[src/rtl/mdg_pkg.sv]
package mdg_pkg;
    localparam int NTHR_D   = 8;
    localparam int NSRC_D   = 2;
    localparam int NPREG_D  = 64;
    localparam int QDEPTH_D = 32;

    // Even-index threads are leading copies, odd-index are trailing copies.
    function automatic logic thread_is_leading(int t);
        return (t % 2) == 0;
    endfunction

    // Index of the thread k places after base, wrapping at n.
    function automatic int wrap_add(int base, int k, int n);
        int v;
        v = base + k;
        if (v >= n) v = v - n;
        return v;
    endfunction
endpackage

[src/rtl/mdg_miss_bits.sv]
module mdg_miss_bits #(
    parameter int NPREG = 64,
    localparam int PW = $clog2(NPREG)
) (
    input  logic             clk,
    input  logic             rst,
    input  logic             set_vld,
    input  logic [PW-1:0]    set_preg,
    input  logic             clr_vld,
    input  logic [PW-1:0]    clr_preg,
    input  logic [NPREG-1:0] flush_mask,
    output logic [NPREG-1:0] pend
);
    for (genvar r = 0; r < NPREG; r++) begin : g_bit
        logic hit_set, hit_clr;
        assign hit_set = set_vld && (set_preg == PW'(r));
        assign hit_clr = (clr_vld && (clr_preg == PW'(r))) || flush_mask[r];
        always_ff @(posedge clk) begin
            if (rst)          pend[r] <= 1'b0;
            else if (hit_set) pend[r] <= 1'b1;   // set outranks clear
            else if (hit_clr) pend[r] <= 1'b0;
        end
    end

    AST_SET_STICKS: assert property (@(posedge clk) disable iff (rst)
        set_vld |=> pend[$past(set_preg)]);
    AST_FILL_CLEARS: assert property (@(posedge clk) disable iff (rst)
        (clr_vld && !(set_vld && set_preg == clr_preg)) |=> !pend[$past(clr_preg)]);
    AST_FLUSH_CLEARS: assert property (@(posedge clk) disable iff (rst)
        (!set_vld && flush_mask != '0) |=> (pend & $past(flush_mask)) == '0);
endmodule

[src/rtl/mdg_dep_check.sv]
module mdg_dep_check #(
    parameter int NTHR  = 8,
    parameter int NSRC  = 2,
    parameter int NPREG = 64,
    localparam int PW = $clog2(NPREG)
) (
    input  logic [NPREG-1:0]        pend,
    input  logic [NTHR*NSRC*PW-1:0] cand_src,
    input  logic [NTHR*NSRC-1:0]    cand_use,
    output logic [NTHR-1:0]         dep_hit
);
    for (genvar t = 0; t < NTHR; t++) begin : g_thr
        logic [NSRC-1:0] op_hit;
        for (genvar s = 0; s < NSRC; s++) begin : g_src
            assign op_hit[s] = cand_use[t*NSRC+s] && pend[cand_src[(t*NSRC+s)*PW +: PW]];
        end
        assign dep_hit[t] = |op_hit;
    end
endmodule

[src/rtl/mdg_rr_pick.sv]
module mdg_rr_pick #(
    parameter int NTHR = 8,
    localparam int TW = $clog2(NTHR)
) (
    input  logic            clk,
    input  logic            rst,
    input  logic [NTHR-1:0] req,
    input  logic            allow,
    output logic            gnt_vld,
    output logic [TW-1:0]   gnt_id
);
    import mdg_pkg::*;
    logic [TW-1:0] last_q;
    logic          any_req;

    always_comb begin
        any_req = 1'b0;
        gnt_id  = '0;
        for (int k = NTHR; k >= 1; k--) begin
            int idx;
            idx = wrap_add(int'(last_q), k, NTHR);
            if (req[idx]) begin
                any_req = 1'b1;
                gnt_id  = TW'(idx);
            end
        end
    end

    assign gnt_vld = any_req && allow;

    always_ff @(posedge clk) begin
        if (rst)          last_q <= TW'(NTHR - 1);
        else if (gnt_vld) last_q <= gnt_id;
    end

    AST_GRANT_REQUESTED: assert property (@(posedge clk) disable iff (rst)
        gnt_vld |-> req[gnt_id]);
endmodule

[src/rtl/mdg_gate.sv]
module mdg_gate #(
    parameter int NTHR   = mdg_pkg::NTHR_D,
    parameter int NSRC   = mdg_pkg::NSRC_D,
    parameter int NPREG  = mdg_pkg::NPREG_D,
    parameter int QDEPTH = mdg_pkg::QDEPTH_D,
    localparam int PW = $clog2(NPREG),
    localparam int TW = $clog2(NTHR),
    localparam int QW = $clog2(QDEPTH + 1)
) (
    input  logic                    clk,
    input  logic                    rst,
    input  logic [NTHR-1:0]         cand_valid,
    input  logic [NTHR*NSRC*PW-1:0] cand_src,
    input  logic [NTHR*NSRC-1:0]    cand_use,
    input  logic                    ld_vld,
    input  logic [PW-1:0]           ld_preg,
    input  logic                    ld_miss,
    input  logic                    fill_vld,
    input  logic [PW-1:0]           fill_preg,
    input  logic [NPREG-1:0]        flush_mask,
    input  logic [QW-1:0]           q_free,
    output logic                    disp_en,
    output logic [TW-1:0]           disp_tid
);
    import mdg_pkg::*;

    logic [NPREG-1:0] pend;
    logic [NTHR-1:0]  dep_hit, lead_mask, eligible;
    logic             room;

    for (genvar t = 0; t < NTHR; t++) begin : g_lead
        assign lead_mask[t] = thread_is_leading(t);
    end

    mdg_miss_bits #(.NPREG(NPREG)) u_bits (
        .clk(clk), .rst(rst),
        .set_vld(ld_vld && ld_miss), .set_preg(ld_preg),
        .clr_vld(fill_vld), .clr_preg(fill_preg),
        .flush_mask(flush_mask), .pend(pend)
    );

    mdg_dep_check #(.NTHR(NTHR), .NSRC(NSRC), .NPREG(NPREG)) u_dep (
        .pend(pend), .cand_src(cand_src), .cand_use(cand_use), .dep_hit(dep_hit)
    );

    assign eligible = cand_valid & ~(dep_hit & lead_mask);
    assign room     = (q_free != '0);

    mdg_rr_pick #(.NTHR(NTHR)) u_rr (
        .clk(clk), .rst(rst), .req(eligible), .allow(room),
        .gnt_vld(disp_en), .gnt_id(disp_tid)
    );

    AST_FULL_BLOCKS: assert property (@(posedge clk) disable iff (rst)
        (q_free == '0) |-> !disp_en);
    AST_TRAIL_FREE: assert property (@(posedge clk) disable iff (rst)
        ((|(cand_valid & ~lead_mask)) && q_free != '0) |-> disp_en);
    AST_IDLE_NO_GRANT: assert property (@(posedge clk) disable iff (rst)
        (cand_valid == '0) |-> !disp_en);
endmodule

[config.mk]
export PLATFORM = sky130hd
export DESIGN_NAME = mdg_gate
export DESIGN_NICKNAME = d
export VERILOG_FILES = /design/src/rtl/mdg_pkg.sv /design/src/rtl/mdg_miss_bits.sv /design/src/rtl/mdg_dep_check.sv /design/src/rtl/mdg_rr_pick.sv /design/src/rtl/mdg_gate.sv
export SDC_FILE = /design/constraint.sdc
export NUM_CORES = 1
export LEC_CHECK = 0
export ABC_AREA = 0
export BUFFER_PORTS_ARGS = -buffer_cell sky130_fd_sc_hd__buf_2
export CAP_MARGIN = 20
export CORE_MARGIN = 8
export CORE_UTILIZATION = 60
export DETAILED_ROUTE_END_ITERATION = 16
export PLACE_DENSITY_LB_ADDON = 0.2
export REMOVE_ABC_BUFFERS = 1
export SKIP_LAST_GASP = 1
export SLEW_MARGIN = 0
export SYNTH_ARGS = -nofsm -noshare
export SYNTH_HDL_FRONTEND = slang
export SYNTH_SLANG_ARGS = --single-unit
export TNS_END_PERCENT = 1
[constraint.sdc]
create_clock -name clk -period 11.45 [get_ports clk]
set_input_delay 2.29 -clock clk [delete_from_list [all_inputs] [get_ports clk]]
set_output_delay 2.29 -clock clk [all_outputs]
set_load 0.005 [all_outputs]
=== Word-level counts from Yosys, hierarchy flattened ===
Cells that the tools add are included.

* Logic and storage cells: 698
* Output and inout bits: 4
* Input bits: 207
* Bits in registers: 67

* Bitwise gates (word level): 2
* Multiplexer cells: 192
* Reduce and logical (&&, ||, !) cells: 273
* Eq/ne operators: 126
* Add/sub/neg operators: 16
* $lt $le $gt $ge: 24

{| class="wikitable"
|+ Operators with widths
! kind !! count
|-
| $eq 6x6->1 const B || 64
|-
| $ge 32x5->1 const B || 8
|-
| $lt 32x5->1 const B || 8
|-
| $mux 32 || 8
|-
| $sub 32x5->32 const B || 8
|-
| $eq 6x5->1 const B || 32
|-
| $mux 1 || 160
|-
| $logic_and 1x1->1 || 138
|-
| $reduce_bool 2->1 || 64
|-
| $eq 6x4->1 const B || 16
|-
| $logic_or 1x1->1 || 64
|-
| $lt 6x7->1 const B || 8
|-
| $bmux 1 s6 || 8
|-
| $eq 6x3->1 const B || 8
|-
| $bmux 1 s3 || 8
|-
| $eq 6x2->1 const B || 4
|-
| $mux 3 || 8
|-
| $add 3x3->4 const B || 4
|-
| $eq 6x1->1 const B || 2
|-
| $logic_not 6->1 || 2
|-
| $add 3x2->4 const B || 2
|-
| $and 8x8->8 || 1
|-
| $not 7->8 || 1
|-
| $reduce_or 2->1 || 4
|-
| other kinds (3) || 3
|}

=== Depth between registers and ports, before layout ===
Gate-level depths: netlist of run 1.

* Word-level depth: 18
* Mapped depth: 15

=== Cells and area by module ===
Synthesis of run 1 repeated with hierarchy kept, for this count alone.

* Cells, all modules: 1595
* Area total of the unflattened synthesis: 13706.9 µm²

{| class="wikitable"
|+ Modules (own cells, without submodules)
! module !! times used !! cells each !! area an instance (µm²) !! seq. area each (µm²)
|-
| mdg_dep_check || 1 || 1133 || 9719.3 || 0.0
|-
| mdg_miss_bits || 1 || 333 || 2885.3 || 1281.2
|-
| mdg_rr_pick || 1 || 121 || 1057.3 || 60.1
|-
| mdg_gate || 1 || 8 || 45.0 || 0.0
|}

=== Worst setup path before layout of run 1 ===
Ideal clock, no wire load.

* Kind: input port to output port
* Start point: input port cand_src[27]
* End point: output port disp_tid[1]
* Stages: 14
* Data arrival time: 5.181 ns
* Slack: 3.979 ns
* Cell sequence: buf_2 buf_1 mux2_2 a221oi_1 nand4_1 nand4_1 nand2_1 or4_4 buf_2 a41o_1 or2_2 o2111ai_1 a211oi_1 nor2_1

* Word-level cells in the longest chain between the ends: 17
* Elaborated cells between the ends (all ways): 38
* Those cells by class: 34 x mux; 2 x bitwise; 2 x reduce/logical

{| class="wikitable"
|+ Ends and longest elaborated chain
! what !! RTL line !! RTL
|-
| from (decl) || mdg_gate.sv:13 || <nowiki>input logic [NTHR*NSRC*PW-1:0] cand_src,</nowiki>
|-
| $bmux 1 s6 (*) || mdg_dep_check.sv:15 || <nowiki>assign op_hit[s] = cand_use[t*NSRC+s] && pend[cand_src[(t*NSRC+s)*PW +: PW]];</nowiki>
|-
| $mux 1 (not written as such) (*) || mdg_dep_check.sv:15 ||
|-
| $logic_and 1x1->1 (*) || mdg_dep_check.sv:15 ||
|-
| $reduce_or 2->1 (*) || mdg_dep_check.sv:17 || <nowiki>assign dep_hit[t] = |op_hit;</nowiki>
|-
| $not 7->8 (*) || mdg_gate.sv:46 || <nowiki>assign eligible = cand_valid & ~(dep_hit & lead_mask);</nowiki>
|-
| $and 8x8->8 (*) || mdg_gate.sv:46 ||
|-
| $bmux 1 s3 || mdg_rr_pick.sv:22 || <nowiki>if (req[idx]) begin</nowiki>
|-
| $mux 1 (not written as such) (2 in series) || mdg_rr_pick.sv:22 ||
|-
| $mux 3 (7 in series) || mdg_rr_pick.sv:22 ||
|-
| $mux 3 (*) || mdg_rr_pick.sv:22 ||
|-
| to (decl) || mdg_gate.sv:23 || <nowiki>output logic [TW-1:0] disp_tid</nowiki>
|}

Mark *: on every way between the ends. The rest lies on a longest branch, timed or not. The select of a mux whose other input is x is not followed.

=== Worst setup path in the final report of run 1 ===
* Start point: input port cand_src[49]
* End point: output port disp_tid[0]

Same word-level chain as after synthesis.

==> insert_results.sql, run 1 <==
INSERT INTO impl_metrics (metric_group, metric, value, unit) VALUES
('synthesis', 'syn-mean-instance-area', '8.72', 'um^2'),
('cts', 'tritoncts', 'yes', ''),
('worst_setup_path', 'critical_path.most_common_cell', 'sky130_fd_sc_hd__buf_2', ''),
('place', 'detailed_place_hpwl', '24.0', 'mm'),
('sta', 'maxSlewViolCount', '0', ''),
('synthesis', 'ys_top_cells_by_area', 'sky130_fd_sc_hd__mux4_2 25%, sky130_fd_sc_hd__dfxtp_1 15%, sky130_fd_sc_hd__mux2i_1 9.3%, sky130_fd_sc_hd__a21oi_1 7.1%, sky130_fd_sc_hd__nand2b_1 4.5%', ''),
('synthesis', 'syn_area', '0.00870', 'mm^2'),
('layout', 'final_core_util', '67.7', '%'),
('grt', 'via_count_of_the_first_global_routing_pass', '9250', ''),
('die', 'dieArea', '0.0186', 'mm^2'),
('sta', 'final_hold_viol_count', '0', ''),
('grt', 'grtUsageTotal', '36.5', '%'),
('sta', 'layout_setup_ws', '3100', 'ps'),
('die', 'die_w', '136', 'um'),
('synthesis', 'postSynth.topFlopCell', 'sky130_fd_sc_hd__dfxtp_1', ''),
('worst_setup_path', 'startpoint_class_of_the_critical_path', 'input pin', ''),
('layout', 'stdcell_count', '1288', ''),
('worst_setup_path', 'critical_path.top_delay_family', 'compound AO/OA/AOI/OAI gates', ''),
('cts', 'cts.reportedPaths.clkPinSlew', '60', 'ps'),
('place', 'routabilityCongestion', '0.990', ''),
('cts', 'cts.path.max_buffers', '2', ''),
('route', 'drt_pass1_iterations', '8', ''),
('grt', 'wire_length_of_the_first_global_routing_pass', '51.7', 'mm'),
('worst_setup_path', 'worstPathBufferInverterCount', '2', ''),
('route', 'drc_errors', '0', ''),
('synthesis', 'ys_warn_count', '0', ''),
('worst_setup_path', 'timing.critical_path.cells', 'buf_2 > mux4_1 > mux4_2 > mux2i_1 > or4b_1 > nand4_2 > or2_4 > a211oi_4 > a2111o_1 > o311ai_1 > a2111oi_2 > nor2_1 > buf_2', ''),
('grt', 'initial_antenna_violation_count', '1', ''),
('worst_setup_path', 'timing.critical_path.slowest_stage_cell', 'sky130_fd_sc_hd__mux4_1', ''),
('die', 'die_height', '136', 'um'),
('place', 'detailedPlace.worstSlack', '3150', 'ps'),
('route', 'drt-total-wl', '33.9', 'mm'),
('sta', 'clk_skew', '5.33', 'ps'),
('worst_setup_path', 'timing.rr.start', 'u_rr.last_q[1]', ''),
('route', 'drt-initial-drc-count', '1322', ''),
('worst_setup_path', 'path_depth', '13', ''),
('synthesis', 'yosys.area.top_type_share', '25.1', '%'),
('layout', 'final_nets', '1308', ''),
('synthesis', 'number_of_enable_flip_flop_cells_after_synthesis', '0', ''),
('sta', 'actual_slew_at_the_worst_max_slew_pin', '1100', 'ps'),
('sta', 'relSlewSlack', '26.4', '%'),
('worst_setup_path', 'crit_path_max_incr_delay', '600', 'ps'),
('cts', 'cts_buffers', '9', ''),
('cts', 'h-tree-depth', '3', ''),
('flow_run', 'drv.max_cap_violation_count', '0', ''),
('min_path', 'hp-class', 'reg2reg', ''),
('worst_setup_path', 'cp-end-kind', 'primary output', ''),
('pwr', 'leakagePower', '3.67', 'nW'),
('worst_setup_path', 'critical_path_arrival', '6060', 'ps'),
('run_status', 'status', 'finished, final reports clean', ''),
('die', 'initial_cell_density_of_the_core', '60.5', '%'),
('worst_setup_path', 'critPathKind', 'in2out', ''),
('sta', 'maximum_achievable_frequency', '0.120', 'GHz'),
('grt', 'pin_count_of_the_biggest_net_entering_global_routing', '66', ''),
('cts', 'cts.sinks', '67', ''),
('layout', 'insertedDiodeCount', '0', ''),
('worst_setup_path', 'regToRegSetupSlack', '7280', 'ps'),
('layout', 'fillerInstances', '1213', ''),
('cts', 'ctsResizeCount', '0', ''),
('die', 'rows', '44', ''),
('worst_setup_path', 'crit_required', '9160', 'ps'),
('sta', 'grt_setup_unrepaired', 'no', ''),
('layout', 'syn2layout_area_growth', '11.8', '%'),
('worst_setup_path', 'critPathLaunch', 'cand_src[49]', ''),
('worst_setup_path', 'rr_worst_depth', '11', ''),
('cts', 'insertion_delay', '350', 'ps'),
('layout', 'drive_gt1_share', '28.3', '%'),
('cts', 'ctsRootBufferMaster', 'sky130_fd_sc_hd__clkbuf_16', ''),
('synthesis', 'syn-instance-count', '997', ''),
('place', 'dp.cells', '1269', ''),
('synthesis', 'synth_largest_area_cell', 'sky130_fd_sc_hd__mux4_2', '');
==> layout make-up <==
type	instances	area [um^2]	area share, %
clock buffers	9	225	2.32
clock inverters	7	76.3	0.785
inverters	23	86.3	0.888
multi-input cells	835	6920	71.2
flip-flops and latches	67	1340	13.8
well taps	184	230	2.37
repair buffers	163	843	8.67
==> sequential cells by signal, indices dropped and copies added (netlist names) <==
register     cells
u_rr.last_q      3
u_bits.pend     64
==> routing by layer <==
layer / global-route usage (%) / part of all wire, %
met1: 44.9 / 35
met2: 53.2 / 42
met3: 12.6 / 16
met4: 23.9 / 7.0
met5: 0 / 0.024
==> Yosys cell counts (4+ instances only) <==
cell,number
sky130_fd_sc_hd__a21oi_1,123
sky130_fd_sc_hd__mux4_2,97
sky130_fd_sc_hd__nor2_1,84
sky130_fd_sc_hd__mux2i_1,81
sky130_fd_sc_hd__nand2_1,70
sky130_fd_sc_hd__dfxtp_1,67
sky130_fd_sc_hd__nand2b_1,62
sky130_fd_sc_hd__nor2b_1,35
sky130_fd_sc_hd__clkbuf_1,34
sky130_fd_sc_hd__nand3_1,30
sky130_fd_sc_hd__o21ai_0,27
sky130_fd_sc_hd__buf_2,24
sky130_fd_sc_hd__inv_1,21
sky130_fd_sc_hd__nor3_1,21
sky130_fd_sc_hd__a211oi_1,14
sky130_fd_sc_hd__mux2_2,14
sky130_fd_sc_hd__a22oi_1,12
sky130_fd_sc_hd__a31oi_1,11
sky130_fd_sc_hd__nand4_1,11
sky130_fd_sc_hd__or2_2,9
sky130_fd_sc_hd__and2_1,8
sky130_fd_sc_hd__a2111oi_0,7
sky130_fd_sc_hd__a311oi_1,7
sky130_fd_sc_hd__buf_4,7
sky130_fd_sc_hd__nor4_1,7
sky130_fd_sc_hd__o22ai_1,6
sky130_fd_sc_hd__a211o_1,5
sky130_fd_sc_hd__and3_1,5
sky130_fd_sc_hd__nor3b_1,5
sky130_fd_sc_hd__o211ai_1,5
sky130_fd_sc_hd__o311ai_1,5
sky130_fd_sc_hd__buf_6,4
sky130_fd_sc_hd__o2111ai_1,4
==> worst register-to-register path, cell delays in order (launching register included) <==
cell and delay [ps]:
sky130_fd_sc_hd__dfxtp_1 830, sky130_fd_sc_hd__clkinv_1 500, sky130_fd_sc_hd__ha_1 700, sky130_fd_sc_hd__inv_1 240, sky130_fd_sc_hd__a211oi_1 570, sky130_fd_sc_hd__nor2_1 90, sky130_fd_sc_hd__o22ai_1 200, sky130_fd_sc_hd__a41o_1 210
sky130_fd_sc_hd__o2bb2ai_1 100, sky130_fd_sc_hd__a311oi_1 270, sky130_fd_sc_hd__a211oi_1 110, sky130_fd_sc_hd__o311ai_1 280
==> how the worst min path moves through the flow <==
| stage | end | depth (start not counted) | startpoint | slack, ps |
|---|---|---|---|---|
| after floorplan | u_bits.pend[11] | 3 | u_bits.pend[11] | 610 |
| after global placement | u_bits.pend[60] | 4 | u_bits.pend[60] | 710 |
| after detailed placement | u_bits.pend[60] | 4 | u_bits.pend[60] | 730 |
| after CTS | u_bits.pend[60] | 4 | u_bits.pend[60] | 740 |
| after global routing | u_bits.pend[62] | 3 | u_bits.pend[62] | 790 |
| final | u_rr.last_q[0] | 3 | u_rr.last_q[0] | 760 |
==> cell families (layout without fill, tap and decap cells) <==
kind of cell,Yosys count,in the layout,synth area share [%]
AO/OA/AOI/OAI,270,270,20.1
flip-flops,67,67,15.4
AND/OR/NAND/NOR,363,363,21.4
XOR/XNOR,5,5,0.504
multiplexers,195,195,37.2
buffers and inverters,95,202,5.09
adder cells (fa/ha/maj),2,2,0.288
==> cell usage in the layout, fill, tap and decap left out, types with 7 or more instances in the layout <==
cell	Yosys	final
sky130_fd_sc_hd__nor3_1	21	19
sky130_fd_sc_hd__clkbuf_16	0	9
sky130_fd_sc_hd__and2_1	8	8
sky130_fd_sc_hd__nand2b_1	62	62
sky130_fd_sc_hd__a21oi_1	123	123
sky130_fd_sc_hd__o21ai_0	27	27
sky130_fd_sc_hd__a22oi_1	12	12
sky130_fd_sc_hd__nor4_1	7	7
sky130_fd_sc_hd__mux4_2	97	97
sky130_fd_sc_hd__nand4_1	11	11
sky130_fd_sc_hd__a211oi_1	14	14
sky130_fd_sc_hd__nand3_1	30	30
sky130_fd_sc_hd__a2111oi_0	7	7
sky130_fd_sc_hd__a31oi_1	11	11
sky130_fd_sc_hd__mux2_2	14	14
sky130_fd_sc_hd__buf_2	24	154
sky130_fd_sc_hd__nor2b_1	35	35
sky130_fd_sc_hd__inv_1	21	21
sky130_fd_sc_hd__nor2_1	84	84
sky130_fd_sc_hd__nand2_1	70	70
sky130_fd_sc_hd__dfxtp_1	67	67
sky130_fd_sc_hd__or2_2	9	9
sky130_fd_sc_hd__a311oi_1	7	7
sky130_fd_sc_hd__mux2i_1	81	81
==> report_power, final <==
part	leakage [nW]	internal, mW	switching (mW)
registers	0.541	0.239	0.0226
clock network	0.148	0.171	0.120
logic	2.99	0.248	0.357
total	3.67	0.658	0.499
==> metrics by stage <==
stage          cell area [um^2]  hold slack (ps)  total power [mW]
5_1_grt                    9720              789              1.23
6_report                   9720              756              1.16
3_5_place_dp               9400              729             0.852
4_1_cts                    9700              744              1.14
2_1_floorplan              8340              614             0.665
3_3_place_gp               9390              711             0.849
(Power assumes the default switching activity.)
==> inputs of run 2 (changes only) <==
Settings changed: CORE_UTILIZATION 60 to 56.
Clock period 11.45 ns to 8.2 ns, I/O delays scaled along.
==> run 2 against run 1 <==
  * Clock-buffer cell count up 1
  * Core utilization fell by 3.7 points
  * Final area hardly changed
  * Worst setup slack worse by 2000 ps
  * Sequential power is 34% higher
  * Clock power increased by 41%
  * Sequential cell count is the same
  * Non-clock buffer count shrank 1
  * Critical path type unchanged
==> insert_results.sql, run 2 (synthesized netlist as in run 1, its figures left out) <==
INSERT INTO impl_metrics (metric_group, metric, value, unit) VALUES
('worst_setup_path', 'crit_required', '6560', 'ps'),
('die', 'rows', '45', ''),
('route', 'avgViaCountPerCell', '7.33', ''),
('route', 'wl_met3', '5.29', 'mm'),
('place', 'detailed_place_hpwl', '24.0', 'mm'),
('worst_setup_path', 'critPathKind', 'in2out', ''),
('die', 'die_height', '141', 'um'),
('layout', 'syn2layout_area_growth', '11.8', '%'),
('cts', 'ctsRootBufferMaster', 'sky130_fd_sc_hd__clkbuf_16', ''),
('sta', 'period_share', '86.3', '%'),
('worst_setup_path', 'cp-end-kind', 'primary output', ''),
('route', 'drt.antenna.violating_nets', '0', ''),
('grt', 'pin_count_of_the_biggest_net_entering_global_routing', '66', ''),
('sta', 'setup_viol', '0', ''),
('layout', 'largest_register_ffs', '64', ''),
('worst_setup_path', 'timing.critical_path.slowest_stage_cell', 'sky130_fd_sc_hd__mux4_1', ''),
('cts', 'insertion_delay', '350', 'ps'),
('cts', 'cts_setup_buffers', '0', ''),
('grt', 'grtUsageTotal', '33.4', '%'),
('route', 'routed_wire_length_per_instance', '26.1', 'um'),
('worst_setup_path', 'timing.critical_path.cells', 'buf_2 > mux4_1 > mux4_2 > mux2i_1 > or4b_1 > nand4_2 > or2_4 > a211oi_4 > a2111o_1 > o311ai_1 > a2111oi_2 > nor2_1 > buf_2', ''),
('worst_setup_path', 'startpoint_class_of_the_critical_path', 'input pin', ''),
('layout', 'seqCellArea', '0.00134', 'mm^2'),
('die', 'die_w', '141', 'um'),
('route', 'routed.top_layer', 'met5', ''),
('die', 'num_ports', '211', ''),
('worst_setup_path', 'cp_max_fo', '16', ''),
('route', 'met2_layer_wire_length_in_the_routed_design', '14.4', 'mm'),
('die', 'core_box_area', '0.0152', 'mm^2'),
('layout', 'mostFrequentLayoutCell', 'sky130_fd_sc_hd__buf_2', ''),
('sta', 'final_hold_viol_count', '0', ''),
('sta', 'min_period', '7080', 'ps'),
('layout', 'stdcell_count', '1292', ''),
('pwr', 'power.density_cell_area', '166', 'mW/mm^2'),
('sta', 'fin_setup_tns', '0', 'ps'),
('pwr', 'max-vdd-ir-drop', '0.140', 'mV'),
('layout', 'multi_input_area', '0.00692', 'mm^2'),
('cts', 'cts.sinks', '67', ''),
('cts', 'cts.reportedPaths.clkPinSlew', '60', 'ps'),
('layout', 'registers.top_by_ff_count', 'u_bits.pend', ''),
('worst_setup_path', 'critical_path_arrival', '5440', 'ps'),
('place', 'routabilityCongestion', '0.966', ''),
('layout', 'most-common-layout-cells', '154 x sky130_fd_sc_hd__buf_2, 123 x sky130_fd_sc_hd__a21oi_1, 97 x sky130_fd_sc_hd__mux4_2, 84 x sky130_fd_sc_hd__nor2_1, 81 x sky130_fd_sc_hd__mux2i_1', ''),
('sta', 'clk_skew', '7.31', 'ps'),
('sta', 'maximum_achievable_frequency', '0.141', 'GHz'),
('layout', 'largestRegisters', 'u_bits.pend x64, u_rr.last_q x3', ''),
('cts', 'cts.hold.buffers_added', '0', ''),
('place', 'dp.cells', '1274', ''),
('cts', 'h-tree-depth', '3', ''),
('route', 'vias', '9467', ''),
('layout', 'final_nets', '1307', ''),
('cts', 'tritoncts', 'yes', ''),
('route', 'drt_pass1_iterations', '6', ''),
('route', 'drt-initial-drc-count', '1239', ''),
('run_status', 'status', 'finished, final reports clean', ''),
('worst_setup_path', 'crit_path_max_incr_delay', '600', 'ps'),
('grt', 'via_count_of_the_first_global_routing_pass', '9129', ''),
('sta', 'relSlewSlack', '25.1', '%'),
('layout', 'final_core_util', '64.0', '%'),
('grt', 'overflow', '0', ''),
('die', 'dieArea', '0.0198', 'mm^2'),
('sta', 'grt_setup_unrepaired', 'no', ''),
('sta', 'actual_slew_at_the_worst_max_slew_pin', '1090', 'ps'),
('worst_setup_path', 'critical_path.most_common_cell', 'sky130_fd_sc_hd__buf_2', ''),
('place', 'numPortBuffers', '154', ''),
('layout', 'drive_gt1_share', '28.1', '%'),
('pwr', 'leakagePower', '3.67', 'nW'),
('worst_setup_path', 'critical_path.top_delay_family', 'compound AO/OA/AOI/OAI gates', ''),
('sta', 'maxSlewViolCount', '0', ''),
('route', 'drc_errors', '0', ''),
('cts', 'cts_buffers', '9', ''),
('die', 'initial_cell_density_of_the_core', '57.2', '%'),
('worst_setup_path', 'worstPathBufferInverterCount', '2', ''),
('layout', 'fillerInstances', '1340', ''),
('grt', 'initial_antenna_violation_count', '1', ''),
('route', 'detailed_route_wire_length_on_metal_1', '12.1', 'mm'),
('flow_run', 'drv.max_cap_violation_count', '0', ''),
('cts', 'ctsResizeCount', '0', ''),
('grt', 'wire_length_of_the_first_global_routing_pass', '51.4', 'mm'),
('min_path', 'hp-class', 'reg2reg', ''),
('route', 'drt-total-wl', '33.7', 'mm'),
('cts', 'cts.path.max_buffers', '2', '');
[run 2: cell count changes in the layout (fill, tap and decap cells not counted)]
cell	before	now
sky130_fd_sc_hd__buf_4	6	8
sky130_fd_sc_hd__buf_6	2	0
sky130_fd_sc_hd__inv_6	1	3
sky130_fd_sc_hd__clkbuf_2	1	0
sky130_fd_sc_hd__clkbuf_8	0	1
sky130_fd_sc_hd__clkinv_2	2	1
sky130_fd_sc_hd__clkinvlp_4	1	0
sky130_fd_sc_hd__diode_2	0	1
sky130_fd_sc_hd__inv_8	1	0
sky130_fd_sc_hd__nor3_1	19	20
sky130_fd_sc_hd__nor3_2	2	1
[run 2: through the flow]
stage          area [um^2]  hold WS [ps]  total power [mW]  worst slack (ps)
6_report              9720           741              1.62              1120
5_1_grt               9720           795              1.71               966
4_1_cts               9710           751              1.60              1210
3_5_place_dp          9400           740              1.19              1220
3_3_place_gp          9400           722              1.19              1200
2_1_floorplan         8340           614             0.929              2180
[run 2: area by class of cell]
| type | count | share of cell area, % |
|---|---|---|
| clock buffer | 10 | 2.46 |
| antenna | 1 | 0.0257 |
| tap | 188 | 2.42 |
| inverter | 23 | 0.888 |
| multi-input combinational | 835 | 71.1 |
| clock inverter | 6 | 0.721 |
| timing repair buffer | 162 | 8.55 |
| sequential | 67 | 13.8 |
[run 2: power by group]
part	total (mW)	leakage, nW	switching (mW)	internal [mW]
clock network	0.409	0.154	0.163	0.247
registers	0.352	0.541	0.0178	0.334
logic	0.856	2.98	0.509	0.347
[run 2: worst reg2reg max path: cells and delay by family, from the launching register on]
family	cells	cell delay, ps
flip-flops	1	750
AO/OA/AOI/OAI	5	1830
multiplexers	3	700
AND/OR/NAND/NOR	3	830
[run 2: path summary, 6_finish.rpt]
| kind | startpoint | endpoint | slack, ps | depth (start not counted) |
|---|---|---|---|---|
| max reg2reg | u_bits.pend[6] | u_rr.last_q[1] | 4000 | 11 |
| min | u_rr.last_q[1] | u_rr.last_q[1] | 740 | 3 |
| min reg2reg | u_rr.last_q[1] | u_rr.last_q[1] | 740 | 3 |
| max | cand_src[49] | disp_tid[0] | 1120 | 13 |
[run 2: routing by layer]
metal  global-route usage [%]  up-vias
met5                        0        -
met4                     18.5        2
met3                     12.6      171
met2                     50.1      795
met1                     40.9     4411
li1                         -     4088
==> inputs of run 3 (changes only) <==
Settings changed: ABC_AREA 0 to 1, CAP_MARGIN 20 to default, CORE_UTILIZATION 56 to 57.
==> run 3 against run 2 <==
  * Global-route usage is 2.0 points higher
  * Fmax is 16% higher
  * Sequential power is 2% higher
  * Critical path depth is 11 higher
  * Synthesized area is 10% higher
  * Synthesized cell count is 86% higher
==> insert_results.sql, run 3 <==
INSERT INTO impl_metrics (metric_group, metric, value, unit) VALUES
('run_status', 'status', 'finished, final reports clean', ''),
('layout', 'seqCellArea', '0.00134', 'mm^2'),
('worst_setup_path', 'critPathKind', 'in2out', ''),
('flow_run', 'drv.max_cap_violation_count', '0', ''),
('route', 'drt_pass1_iterations', '7', ''),
('synthesis', 'ys_top_cells_by_area', 'sky130_fd_sc_hd__nand2_1 32%, sky130_fd_sc_hd__nand3_1 25%, sky130_fd_sc_hd__dfxtp_1 14%, sky130_fd_sc_hd__a21oi_1 6.1%, sky130_fd_sc_hd__buf_6 3.8%', ''),
('route', 'routed_wire_length_per_instance', '19.0', 'um'),
('die', 'core_box_area', '0.0165', 'mm^2'),
('sta', 'layout_setup_ws', '2100', 'ps'),
('grt', 'via_count_of_the_first_global_routing_pass', '11400', ''),
('layout', 'drive_gt1_share', '12.1', '%'),
('place', 'detailed_place_hpwl', '26.2', 'mm'),
('worst_setup_path', 'timing.rr.start', 'u_bits.pend[61]', ''),
('cts', 'cts.path.max_buffers', '2', ''),
('sta', 'relSlewSlack', '47.4', '%'),
('worst_setup_path', 'critical_path.most_common_cell', 'sky130_fd_sc_hd__nand2_1', ''),
('grt', 'initial_antenna_violation_count', '0', ''),
('worst_setup_path', 'critPathLaunch', 'cand_src[78]', ''),
('layout', 'mostFrequentLayoutCell', 'sky130_fd_sc_hd__nand2_1', ''),
('worst_setup_path', 'cp-end-kind', 'primary output', ''),
('place', 'numPortBuffers', '154', ''),
('sta', 'maximum_achievable_frequency', '0.164', 'GHz'),
('synthesis', 'syn-mean-instance-area', '5.16', 'um^2'),
('pwr', 'max-vdd-ir-drop', '0.185', 'mV'),
('cts', 'cts.reportedPaths.clkPinSlew', '70', 'ps'),
('die', 'dieArea', '0.0212', 'mm^2'),
('sta', 'whs', '674', 'ps'),
('sta', 'maxSlewViolCount', '0', ''),
('grt', 'grtUsageTotal', '35.4', '%'),
('layout', 'largestRegisters', 'u_bits.pend x64, u_rr.last_q x3', ''),
('min_path', 'hold_crit_start', 'u_rr.last_q[2]', ''),
('layout', 'largest_register_ffs', '64', ''),
('die', 'die_w', '146', 'um'),
('synthesis', 'synth_largest_area_cell', 'sky130_fd_sc_hd__nand2_1', ''),
('layout', 'registers.top_by_ff_count', 'u_bits.pend', ''),
('synthesis', 'yosys.area.top_type_share', '32.4', '%'),
('sta', 'period_share', '74.3', '%'),
('route', 'drt-initial-drc-count', '2176', ''),
('cts', 'tritoncts', 'yes', ''),
('die', 'die_height', '146', 'um'),
('worst_setup_path', 'cp_max_fo', '33', ''),
('synthesis', 'seq_area_frac_synth', '14.0', '%'),
('grt', 'grt.busiest_layer', 'met2', ''),
('cts', 'ctsResizeCount', '0', ''),
('worst_setup_path', 'startpoint_class_of_the_critical_path', 'input pin', ''),
('route', 'drt.antenna.violating_nets', '0', ''),
('synthesis', 'syn_area', '0.00960', 'mm^2'),
('sta', 'min_period', '6100', 'ps'),
('synthesis', 'synth-seq-cells', '67', ''),
('min_path', 'hp-class', 'reg2reg', ''),
('synthesis', 'number_of_enable_flip_flop_cells_after_synthesis', '0', ''),
('synthesis', 'syn-instance-count', '1858', ''),
('pwr', 'leakagePower', '4.21', 'nW'),
('layout', 'final_nets', '2069', ''),
('sta', 'actual_slew_at_the_worst_max_slew_pin', '788', 'ps'),
('synthesis', 'yosysMostFrequentCell', 'sky130_fd_sc_hd__nand2_1', ''),
('route', 'avgViaCountPerCell', '6.14', ''),
('synthesis', 'async_flop_share', '0', '%'),
('grt', 'pin_count_of_the_biggest_net_entering_global_routing', '68', ''),
('cts', 'cts_setup_buffers', '0', ''),
('cts', 'cts_buffers', '9', ''),
('cts', 'insertion_delay', '350', 'ps'),
('sta', 'clk_skew', '13.2', 'ps'),
('cts', 'ctsRootBufferMaster', 'sky130_fd_sc_hd__clkbuf_16', ''),
('sta', 'grt_setup_unrepaired', 'no', ''),
('sta', 'setup_viol', '0', ''),
('route', 'drt-total-wl', '39.5', 'mm'),
('cts', 'cts.sinks', '67', ''),
('layout', 'multi_input_area', '0.00680', 'mm^2'),
('die', 'initial_cell_density_of_the_core', '58.1', '%'),
('place', 'detailedPlace.worstSlack', '2190', 'ps'),
('sta', 'fin_setup_tns', '0', 'ps'),
('die', 'rows', '47', ''),
('grt', 'global_route_met3_utilization', '9.73', '%'),
('worst_setup_path', 'crit_required', '6560', 'ps'),
('grt', 'global_route.usage.met1', '45.6', '%'),
('route', 'drc_errors', '0', ''),
('worst_setup_path', 'critical_path_arrival', '4460', 'ps'),
('pwr', 'power.density_cell_area', '156', 'mW/mm^2'),
('cts', 'h-tree-depth', '3', ''),
('grt', 'overflow', '0', ''),
('layout', 'insertedDiodeCount', '0', ''),
('worst_setup_path', 'crit_path_max_incr_delay', '470', 'ps'),
('synthesis', 'synthTopCellsByCount', '828 x sky130_fd_sc_hd__nand2_1, 476 x sky130_fd_sc_hd__nand3_1, 117 x sky130_fd_sc_hd__a21oi_1', ''),
('worst_setup_path', 'timing.critical_path.slowest_stage_cell', 'sky130_fd_sc_hd__buf_2', ''),
('sta', 'final_hold_viol_count', '0', ''),
('grt', 'met2_usage', '50.4', '%'),
('place', 'routabilityCongestion', '0.976', ''),
('cts', 'cts.hold.buffers_added', '0', ''),
('grt', 'wire_length_of_the_first_global_routing_pass', '61.0', 'mm'),
('synthesis', 'ys_types', '29', ''),
('synthesis', 'ys_warn_count', '0', ''),
('layout', 'syn2layout_area_growth', '3.18', '%'),
('layout', 'fillerInstances', '1730', ''),
('layout', 'most-common-layout-cells', '828 x sky130_fd_sc_hd__nand2_1, 476 x sky130_fd_sc_hd__nand3_1, 154 x sky130_fd_sc_hd__buf_2, 117 x sky130_fd_sc_hd__a21oi_1, 67 x sky130_fd_sc_hd__dfxtp_1', ''),
('synthesis', 'postSynth.topFlopCell', 'sky130_fd_sc_hd__dfxtp_1', ''),
('worst_setup_path', 'timing.critical_path.cells', 'buf_2 > inv_4 > nand2_1 > nand3_1 > nand3_1 > nand2_1 > nand2_1 > nand3_1 > nand2_1 > nand2_1 > nand3_1 > nand4_1 > nand3_1 > nand3_1 > inv_1 > nand2_1 > nand3_1 > nand2_1 > nand2_1 > nand2_1 > nand2_1 > nand2_1 > a21boi_0 > buf_2', ''),
('route', 'vias', '12800', ''),
('die', 'num_ports', '211', '');
run 3: path summary, 6_finish.rpt:
check | to | slack [ps] | cells after the start
max reg2reg | u_rr.last_q[1] | 5240 | 19
min reg2reg | u_rr.last_q[2] | 670 | 2
max | disp_tid[2] | 2100 | 24
min | u_rr.last_q[2] | 670 | 2
run 3: worst max-delay path: cells and delay by family:
family | cells | cell delay, ps
compound gates | 1 | 170
buf+inv | 4 | 960
simple gates | 19 | 1670
run 3: through the flow:
step           power [mW]  cell area [um^2]  cells  util (%)
2_1_floorplan       0.910              8480   1688         -
3_3_place_gp         1.12              9590   2069      58.1
3_5_place_dp         1.14              9590   2069      58.1
4_1_cts              1.54              9900   2085      59.9
5_1_grt              1.66              9900   2085      59.9
6_report             1.55              9900   2085      59.9
run 3: cells by family after synthesis:
logic type	share of synthesized area, %
simple gates	63.6
buf+inv	15.3
compound gates	6.61
flops	14.0
xor+xnor	0.274
fa+ha+maj	0.261
run 3: per-layer routing:
metal,vias to the layer above,part of all wire [%]
li1,6029,-
met3,199,17
met2,1042,40
met5,-,0
met4,0,7.4
met1,5535,36
run 3: cell type report:
cell class                      count  share of cell area (%)
Multi-Input combinational cell   1537                    68.6
Sequential cell                    67                    13.5
Timing Repair Buffer              161                    8.32
Inverter                           84                    3.61
Tap cell                          220                    2.78
Clock buffer                        9                    2.27
Clock inverter                      7                   0.834
run 3: where the power goes:
part | leakage (nW) | switching (mW) | internal, mW
Clock | 0.145 | 0.168 | 0.240
Sequential | 0.541 | 0.0237 | 0.334
Combinational | 3.52 | 0.507 | 0.275
Total | 4.21 | 0.700 | 0.849
